## src/rtl/cfgreg_pkg.sv

```systemverilog
package cfgreg_pkg;
  localparam int DW       = 32;
  localparam int AW       = 12;
  localparam int WW       = AW - 2;
  localparam int NUM_USER = 2;
  localparam int LED_N    = 8;
  localparam int SW_N     = 8;
  localparam int LOCK_N   = 8;

  localparam logic [WW-1:0] W_LOCK = 10'h040;
  localparam logic [WW-1:0] W_LED  = 10'h041;
  localparam logic [WW-1:0] W_SW   = 10'h042;
  localparam logic [WW-1:0] W_AID  = 10'h3FE;
  localparam logic [WW-1:0] W_ID   = 10'h3FF;

  // overall lock: every enabled input must be high
  function automatic logic lock_all(input logic [LOCK_N-1:0] mask,
                                    input logic [LOCK_N-1:0] lk);
    logic ok;
    ok = 1'b1;
    for (int i = 0; i < LOCK_N; i++)
      if (mask[i] && !lk[i]) ok = 1'b0;
    return ok;
  endfunction

  function automatic logic [DW-1:0] pack_lock(input logic [LOCK_N-1:0] mask,
                                              input logic [LOCK_N-1:0] lk,
                                              input logic locked);
    return {mask, lk, 15'd0, locked};
  endfunction

  function automatic logic [DW-1:0] make_aid(input logic [7:0] build);
    return {build, 8'h00, 5'b00000, 3'b111, 8'(NUM_USER)};
  endfunction

  function automatic logic [DW-1:0] make_id(input logic [3:0] variant,
                                            input logic [3:0] rev);
    return {8'h41, variant, 4'h0, 12'h224, rev};
  endfunction

  function automatic logic aligned(input logic [AW-1:0] a);
    return (a[1:0] == 2'b00);
  endfunction
endpackage

```

## src/rtl/cfgreg_sync.sv

```systemverilog
module cfgreg_sync #(
  parameter int W      = 8,
  parameter int STAGES = 2
) (
  input  logic         clk,
  input  logic         rst_n,
  input  logic [W-1:0] d,
  output logic [W-1:0] q
);
  logic [STAGES-1:0][W-1:0] stg;

  always_ff @(posedge clk or negedge rst_n) begin
    if (!rst_n) begin
      stg <= '0;
    end else begin
      stg[0] <= d;
      for (int k = 1; k < STAGES; k++) stg[k] <= stg[k-1];
    end
  end

  assign q = stg[STAGES-1];
endmodule

```

## src/rtl/cfgreg_lock.sv

```systemverilog
module cfgreg_lock
  import cfgreg_pkg::*;
(
  input  logic              clk,
  input  logic              rst_n,
  input  logic              cfg_wr_mask,
  input  logic [LOCK_N-1:0] mask_wdata,
  input  logic [LOCK_N-1:0] lock_in,
  output logic [DW-1:0]     status,
  output logic              locked
);
  logic [LOCK_N-1:0] mask_q;

  always_ff @(posedge clk or negedge rst_n) begin
    if (!rst_n)           mask_q <= '1;
    else if (cfg_wr_mask) mask_q <= mask_wdata;
  end

  assign locked = lock_all(mask_q, lock_in);
  assign status = pack_lock(mask_q, lock_in, locked);

  // mask moves only on a configuration-port write
  a_r3_mask_hold: assert property (@(posedge clk) disable iff (!rst_n)
    !cfg_wr_mask |=> $stable(mask_q));
  // all inputs high always reads locked
  a_r4_all_high: assert property (@(posedge clk) disable iff (!rst_n)
    (&lock_in) |-> locked);
  // with a full mask, any low input clears the flag
  a_r4_full_mask_low: assert property (@(posedge clk) disable iff (!rst_n)
    ((&mask_q) && !(&lock_in)) |-> !locked);
endmodule

```

## src/rtl/cfgreg_store.sv

```systemverilog
module cfgreg_store
  import cfgreg_pkg::*;
(
  input  logic                          clk,
  input  logic                          rst_n,
  input  logic [NUM_USER*DW-1:0]        preset_user,
  input  logic [DW-1:0]                 apb_wdata,
  input  logic [DW-1:0]                 cfg_wdata,
  input  logic [NUM_USER-1:0]           apb_wr_user,
  input  logic [NUM_USER-1:0]           cfg_wr_user,
  input  logic                          apb_wr_led,
  input  logic [SW_N-1:0]               sw_sync,
  output logic [NUM_USER-1:0][DW-1:0]   user_q,
  output logic [LED_N-1:0]              led_q,
  output logic [SW_N-1:0]               sw_q
);
  for (genvar i = 0; i < NUM_USER; i++) begin : g_user
    always_ff @(posedge clk) begin
      if (!rst_n)              user_q[i] <= preset_user[i*DW +: DW];
      else if (apb_wr_user[i]) user_q[i] <= apb_wdata;
      else if (cfg_wr_user[i]) user_q[i] <= cfg_wdata;
    end

    // on a same-cycle collision the APB data is kept
    a_r8_apb_wins: assert property (@(posedge clk) disable iff (!rst_n)
      (apb_wr_user[i] && cfg_wr_user[i]) |=> (user_q[i] == $past(apb_wdata)));
  end

  always_ff @(posedge clk or negedge rst_n) begin
    if (!rst_n) begin
      led_q <= 8'h0F;
      sw_q  <= '0;
    end else begin
      if (apb_wr_led) led_q <= apb_wdata[LED_N-1:0];
      sw_q <= sw_sync;
    end
  end

  // indicators change only on an APB write to their offset
  a_r2_led_hold: assert property (@(posedge clk) disable iff (!rst_n)
    !apb_wr_led |=> $stable(led_q));
endmodule

```

## src/rtl/cfgreg_top.sv

```systemverilog
module cfgreg_top
  import cfgreg_pkg::*;
#(
  parameter logic [7:0] BUILD_NUM = 8'h01,
  parameter logic [3:0] VARIANT   = 4'h0,
  parameter logic [3:0] REVISION  = 4'h1
) (
  input  logic                   clk,
  input  logic                   rst_n,
  input  logic                   psel,
  input  logic                   penable,
  input  logic                   pwrite,
  input  logic [AW-1:0]          paddr,
  input  logic [DW-1:0]          pwdata,
  output logic [DW-1:0]          prdata,
  output logic                   pready,
  output logic                   pslverr,
  input  logic                   cfg_we,
  input  logic [AW-1:0]          cfg_addr,
  input  logic [DW-1:0]          cfg_wdata,
  output logic [DW-1:0]          cfg_rdata,
  input  logic [NUM_USER*DW-1:0] preset_user,
  input  logic [LOCK_N-1:0]      lock_in,
  input  logic [SW_N-1:0]        sw_in,
  output logic [LED_N-1:0]       led_out
);
  localparam logic [DW-1:0] AID_WORD = make_aid(BUILD_NUM);
  localparam logic [DW-1:0] ID_WORD  = make_id(VARIANT, REVISION);

  logic [WW-1:0] apb_w, cfg_w;
  logic apb_ok, cfg_ok, apb_wr, cfg_wr;
  logic [NUM_USER-1:0] apb_wr_user, cfg_wr_user;
  logic apb_wr_led, cfg_wr_mask;
  logic [NUM_USER-1:0][DW-1:0] user_q;
  logic [LED_N-1:0] led_q;
  logic [SW_N-1:0]  sw_sync, sw_q;
  logic [DW-1:0]    lock_word;
  logic             locked;
  logic             apb_known;

  assign apb_w  = paddr[AW-1:2];
  assign cfg_w  = cfg_addr[AW-1:2];
  assign apb_ok = aligned(paddr);
  assign cfg_ok = aligned(cfg_addr);
  assign apb_wr = psel && penable && pwrite && apb_ok;
  assign cfg_wr = cfg_we && cfg_ok;

  for (genvar i = 0; i < NUM_USER; i++) begin : g_dec
    assign apb_wr_user[i] = apb_wr && (apb_w == WW'(i));
    assign cfg_wr_user[i] = cfg_wr && (cfg_w == WW'(i));
  end
  assign apb_wr_led  = apb_wr && (apb_w == W_LED);
  assign cfg_wr_mask = cfg_wr && (cfg_w == W_LOCK);

  cfgreg_sync #(.W(SW_N), .STAGES(2)) u_sync (
    .clk(clk), .rst_n(rst_n), .d(sw_in), .q(sw_sync)
  );

  cfgreg_store u_store (
    .clk(clk), .rst_n(rst_n), .preset_user(preset_user),
    .apb_wdata(pwdata), .cfg_wdata(cfg_wdata),
    .apb_wr_user(apb_wr_user), .cfg_wr_user(cfg_wr_user),
    .apb_wr_led(apb_wr_led), .sw_sync(sw_sync),
    .user_q(user_q), .led_q(led_q), .sw_q(sw_q)
  );

  cfgreg_lock u_lock (
    .clk(clk), .rst_n(rst_n), .cfg_wr_mask(cfg_wr_mask),
    .mask_wdata(cfg_wdata[DW-1 -: LOCK_N]), .lock_in(lock_in),
    .status(lock_word), .locked(locked)
  );

  function automatic logic [DW-1:0] pick(input logic ok, input logic [WW-1:0] w,
                                         input logic [NUM_USER-1:0][DW-1:0] u,
                                         input logic [DW-1:0] lw,
                                         input logic [LED_N-1:0] ld,
                                         input logic [SW_N-1:0] sw);
    logic [DW-1:0] r;
    r = '0;
    if (ok) begin
      for (int i = 0; i < NUM_USER; i++)
        if (w == WW'(i)) r = u[i];
      case (w)
        W_LOCK:  r = lw;
        W_LED:   r = DW'(ld);
        W_SW:    r = DW'(sw);
        W_AID:   r = AID_WORD;
        W_ID:    r = ID_WORD;
        default: ;
      endcase
    end
    return r;
  endfunction

  assign prdata    = pick(apb_ok, apb_w, user_q, lock_word, led_q, sw_q);
  assign cfg_rdata = pick(cfg_ok, cfg_w, user_q, lock_word, led_q, sw_q);
  assign pready    = 1'b1;
  assign pslverr   = 1'b0;
  assign led_out   = led_q;

  assign apb_known = apb_ok && ((apb_w < WW'(NUM_USER)) || apb_w == W_LOCK ||
                     apb_w == W_LED || apb_w == W_SW || apb_w == W_AID || apb_w == W_ID);

  // unlisted or misaligned offsets read zero
  a_r9_undef_zero: assert property (@(posedge clk) disable iff (!rst_n)
    (psel && !apb_known) |-> (prdata == '0));
  // the flag seen on the read port tracks the lock module
  a_r4_flag_port: assert property (@(posedge clk) disable iff (!rst_n)
    (psel && apb_ok && apb_w == W_LOCK) |-> (prdata[0] == locked));
endmodule

```

## config.mk

```make
export PLATFORM = sky130hd
export DESIGN_NAME = cfgreg_top
export DESIGN_NICKNAME = d
export VERILOG_FILES = /design/src/rtl/cfgreg_pkg.sv /design/src/rtl/cfgreg_sync.sv /design/src/rtl/cfgreg_lock.sv /design/src/rtl/cfgreg_store.sv /design/src/rtl/cfgreg_top.sv
export SDC_FILE = /design/constraint.sdc
export NUM_CORES = 1
export LEC_CHECK = 0
export CORE_MARGIN = 4
export CORE_UTILIZATION = 45
export DETAILED_ROUTE_END_ITERATION = 10
export PLACE_DENSITY = 0.84
export SKIP_LAST_GASP = 1
export SLEW_MARGIN = 20
export SYNTH_ARGS = -nofsm -noshare
export SYNTH_HDL_FRONTEND = slang
export SYNTH_SLANG_ARGS = --single-unit
```

## constraint.sdc

```tcl
create_clock -name clk -period 4.6 [get_ports clk]
set_input_delay 0.69 -clock clk [delete_from_list [all_inputs] [get_ports clk]]
set_output_delay 0.69 -clock clk [all_outputs]
set_load 0.01 [all_outputs]
```

* After elaboration in Yosys (flattened, before gate mapping) *
Index checks and enable logic that the tools add are counted.

storage, ports and cells
  register bits = 104
  output and inout port bits = 74

cells by class
  eq/ne operators = 14
  mux-type cells = 22
  reductions and logical operators = 30

operator list
  kind                                                    count
  2-to-1 mux 32 bit                                       12
  case mux 32 bit (5 select lines)                        2
  == test 10 x 7 -> 1 bit (second input constant)         6
  == test 10 bit (second input constant)                  4
  == test 10 x 1 -> 1 bit (second input constant)         2
  logical NOT 10 bit                                      2
  logical AND 1 bit                                       18
  logical NOT 1 bit                                       8
  2-to-1 mux 1 bit                                        8
  inequality test 3 x 1 -> 1 bit (second input constant)  2
  logical NOT 2 bit                                       2

* Longest topological paths before layout *
  word-level depth = 12
  depth in mapped cells = 7
  mapped depth without buffers = 4

* Hierarchy *
From an unflattened synthesis, not the netlist that was laid out.

second synthesis, totals
  cells, all modules = 722
  area, all modules = 7221.9 sq um

modules (own cells, without submodules)
  module        times used  cells each  area an instance (sq um)  sequential area each (sq um)
  cfgreg_store  1           306         3854.9                    2327.2
  cfgreg_top    1           329         2363.5                    0.0
  cfgreg_lock   1           63          543.0                     210.2
  cfgreg_sync   1           24          460.4                     400.4

* Least setup slack after synthesis *
OpenSTA, ideal clock, no wires.

  path type = input to register
  start = in cfg_addr[11]
  end = reg u_store.user_q[32] (netlist name), enable pin
  library setup time = 0.395 ns
  arrival = 2.986 ns
  required time = 4.205 ns
  slack = 1.219 ns
  stages = 6
  path buffers = 2
  cell sequence = or4_1 clkbuf_1 nor3_1 clkbuf_1 nand4_1 nand3b_1

on the way
  cells in the longest elaborated chain, start to end = 3

ends and longest elaborated chain
  item                                             RTL line            source
  from (decl)                                      cfgreg_top.sv:19    input logic [AW-1:0] cfg_addr,
  == test 10 x 1 -> 1 bit                          cfgreg_top.sv:50    assign cfg_wr_user[i] = cfg_wr && (cfg_w == WW'(i));
  logical AND 1 bit                                cfgreg_top.sv:50
  inequality test 3 x 1 -> 1 bit (no source line)  -
  to (signal, indexed assignment)                  cfgreg_store.sv:19  if (!rst_n) user_q[i] <= preset_user[i*DW +: DW];
  to (signal, indexed assignment)                  cfgreg_store.sv:20  else if (apb_wr_user[i]) user_q[i] <= apb_wdata;
  to (signal, indexed assignment)                  cfgreg_store.sv:21  else if (cfg_wr_user[i]) user_q[i] <= cfg_wdata;
  to (decl)                                        cfgreg_store.sv:13  output logic [NUM_USER-1:0][DW-1:0] user_q,

No other way between the ends.
A chain may end at the register's enable or synchronous reset.

* Worst setup path in the final report *
  start = in paddr[6]
  end = out prdata[14]

on the way
  cells in the longest elaborated chain, start to end = 5

ends and longest elaborated chain
  item                                RTL line          source
  from (decl)                         cfgreg_top.sv:13  input logic [AW-1:0] paddr,
  logical NOT 10 bit                  cfgreg_top.sv:82  if (w == WW'(i)) r = u[i];
  2-to-1 mux 32 bit (2 in series)     cfgreg_top.sv:82
  case mux 32 bit (5 select lines) *  cfgreg_top.sv:83  case (w)
  2-to-1 mux 32 bit *                 cfgreg_top.sv:80  if (ok) begin
  to (decl)                           cfgreg_top.sv:15  output logic [DW-1:0] prdata,

Every way passes the cells marked *; elsewhere a longest branch is shown, timed or not.

==> results_dict.tcl <==
set metrics [dict create \
    die-area_um2 16800 \
    clk_pin_slew_ns 0.08 \
    dp_hpwl_um 17590 \
    cts_tree "yes" \
    start_util 0.4580 \
    num_io_pins 248 \
    internal_power_mw 1.664 \
    portBuffers 245 \
    start_kind "input pin" \
    wl_per_cell_um 22.06 \
    cp_slowest_cell "or4_1" \
    final_antenna_net_count 0 \
    rsz0062_at_grt "no" \
    slew_violations 0 \
    clock_latency_ns 0.36 \
    worst-slew-pin-transition_ns 0.9863 \
    swShare 0.2583 \
    final_common_cell "clkdlybuf4s50_1" \
    finalHoldViolations 0 \
    worst_clock_skew_ns 0.007652 \
    dieWidth_um 129.6 \
    seq_area_frac_synth 0.4414 \
    synth_area_leaders "edfxtp_1 29%, mux2i_1 11%, dfrtp_1 11%" \
    status "complete, no violations" \
    setup_ws_ns 0.4696 \
    crit_buf_inv 3 \
    antenna_found_initial 0 \
    grt_usage 0.2719 \
    synthCells 651 \
    wl_um 23560 \
    path_common_cell "clkdlybuf4s50_1" \
    ys_types 47 \
    grt_overflow 0 \
    hold_path_class "register to register" \
    cts.sinks 104 \
    p_comb_frac 0.177 \
    yosys.area.top_type_share 0.2887 \
    fin_crit_ns 4.130 \
    std_cell_rows 44 \
    diodes 0 \
    grt_max_degree 100 \
    nets 1053 \
    critPathTopFamily "simple AND/OR/NAND/NOR gates" \
    final_cell_mix "242 x clkdlybuf4s50_1, 112 x nor2_1, 76 x mux2i_1" \
    async_reset_ff_frac 0.3846 \
    crit_fanout 4 \
    ys_warn_count 0 \
    crit_chain "clkdlybuf4s50_1 -> or4_1 -> nor4_1 -> buf_4 -> a22oi_1 -> nor3_1 -> clkdlybuf4s50_1" \
    finalSetupTns_ns 0 \
    setup_viol 0 \
    post-route-drc-count 0 \
    preCtsSetupSlack_ns 0.5041 \
    cts_max_level 3 \
    hold_buffers 0 \
    cp.required_ns 3.91 \
    core_um2 14530 \
    cts_setup_buffers 0 \
    drive_gt1_frac 0.1357 \
    gp_congestion 0.8967 \
    power.density_nw_per_um2 234.5 \
    power_frac_seq 0.490 \
    vias 6301 \
    cp-end-kind "output port" \
    synth_nets 825 \
    synth_edf_count 64 \
    clock.fmax_mhz 242.1 \
    cp.arrival_ns 3.44 \
    ys_seq_elements 104 \
    cts_resized 0 \
    grt_pass1_wl_um 34480 \
    maxCapViolations 0 \
    slowest_delay_ns 0.69 \
    synth-main-ff-cell "edfxtp_1" \
    p_clk_frac 0.332 \
    post-route-util 0.6582 \
    fin_crit_sh 0.8979 \
    drt_iter0_drc 587 \
    die_h_um 129.6 \
    drtPass1Iterations 6 \
    grt_pass1_vias 6085 \
    clockRootBuffer "clkbuf_16" \
    p_switching_mw 0.5795 \
    path_class "input pin to output port" \
    syn_to_final_growth_pct 43.72 \
    avgSynthCellArea_um2 10.22 \
    p_leak_nw 3.272 \
    ir_worst_vdd_uv 174.6 \
    slew_headroom 0.3424 \
    viasPerCell 5.900 \
    synth_area_um2 6656 \
    synth_top_area_cell "edfxtp_1" \
    cts_made_buffers 9 \
    clock_path_buffers 2 \
]
## flip-flops by register name (all words and copies together) (netlist names)
name,cells
u_store.led_q,8
u_store.user_q,64
u_sync.q,8
u_store.sw_q,8
u_sync.stg,8
u_lock.mask_q,8
## final timing paths
kind	from	endpoint	slack, ns	cells past startpoint
min in group asynchronous	rst_n	u_store.sw_q[5]$_DFF_PN0_	0.39	1
max reg2reg	u_store.led_q[6]$_DFFE_PN0P_	u_store.led_q[6]$_DFFE_PN0P_	3.72	1
max in group asynchronous	rst_n	u_store.sw_q[0]$_DFF_PN0_	2.70	2
min	u_sync.q[7]$_DFF_PN0_	u_store.sw_q[7]$_DFF_PN0_	0.34	0
max	paddr[6]	prdata[14]	0.47	7
min reg2reg	u_sync.q[7]$_DFF_PN0_	u_store.sw_q[7]$_DFF_PN0_	0.34	0
## cells by family after synthesis
group           synth area share
buf+inv                  0.04474
simple gates              0.1470
flops                     0.4414
compound gates            0.1517
mux                       0.2141
other cells             0.001128
## metal layers
metal | vias to the layer above | routed length, um | GRT usage
li1 | 2904 | - | -
met1 | 3046 | 9544 | 0.3510
met2 | 297 | 11410 | 0.4462
met3 | 54 | 1892 | 0.06513
met4 | 0 | 708 | 0.09963
met5 | - | 0 | 0
## power by group through the flow
stage               clock (mW)  sequential, mW  combinational (mW)
finish                   0.745            1.10               0.398
global route             0.780            1.11               0.426
CTS                      0.748            1.10               0.398
detailed placement           0            1.12               0.395
global placement             0            1.11               0.388
floorplan                    0            1.11               0.169
## layout make-up
class | instances | area, um^2
clock buffers | 9 | 225.2
well taps | 184 | 230.2
clock inverters | 7 | 55.05
repair buffers | 272 | 2668
fillers | 1172 | 4967
inverters | 6 | 22.52
multi-input cells | 486 | 3428
flip-flops and latches | 104 | 2938
## cell usage after synthesis, types with 3 or more instances
cell type / instances
a221oi_1: 5
mux2_2: 46
nor2b_1: 6
clkbuf_1: 38
nor2_1: 112
a22oi_1: 45
mux2_1: 13
buf_1: 3
inv_1: 6
a21oi_1: 70
nand3_1: 13
or2_2: 3
a31oi_1: 6
buf_4: 3
buf_2: 4
nor4_4: 3
edfxtp_1: 64
a311oi_1: 3
nor3_1: 10
or4_1: 6
nand4_1: 5
o22a_1: 5
buf_6: 7
nand2_1: 16
dfstp_2: 12
mux2i_1: 76
nand3b_1: 8
dfrtp_1: 28
a22o_1: 10
## stage by stage
step	hold WS [ns]	instances	area [um^2]	power, mW
finish	0.3422	1068	9567	2.243
CTS	0.3448	1068	9567	2.244
global route	0.3504	1068	9567	2.313
detailed placement	0.3347	1052	9286	1.513
global placement	0.3318	1052	9286	1.502
floorplan	0.3312	651	6656	1.277
No activity file was read; power rests on OpenSTA's default activity.
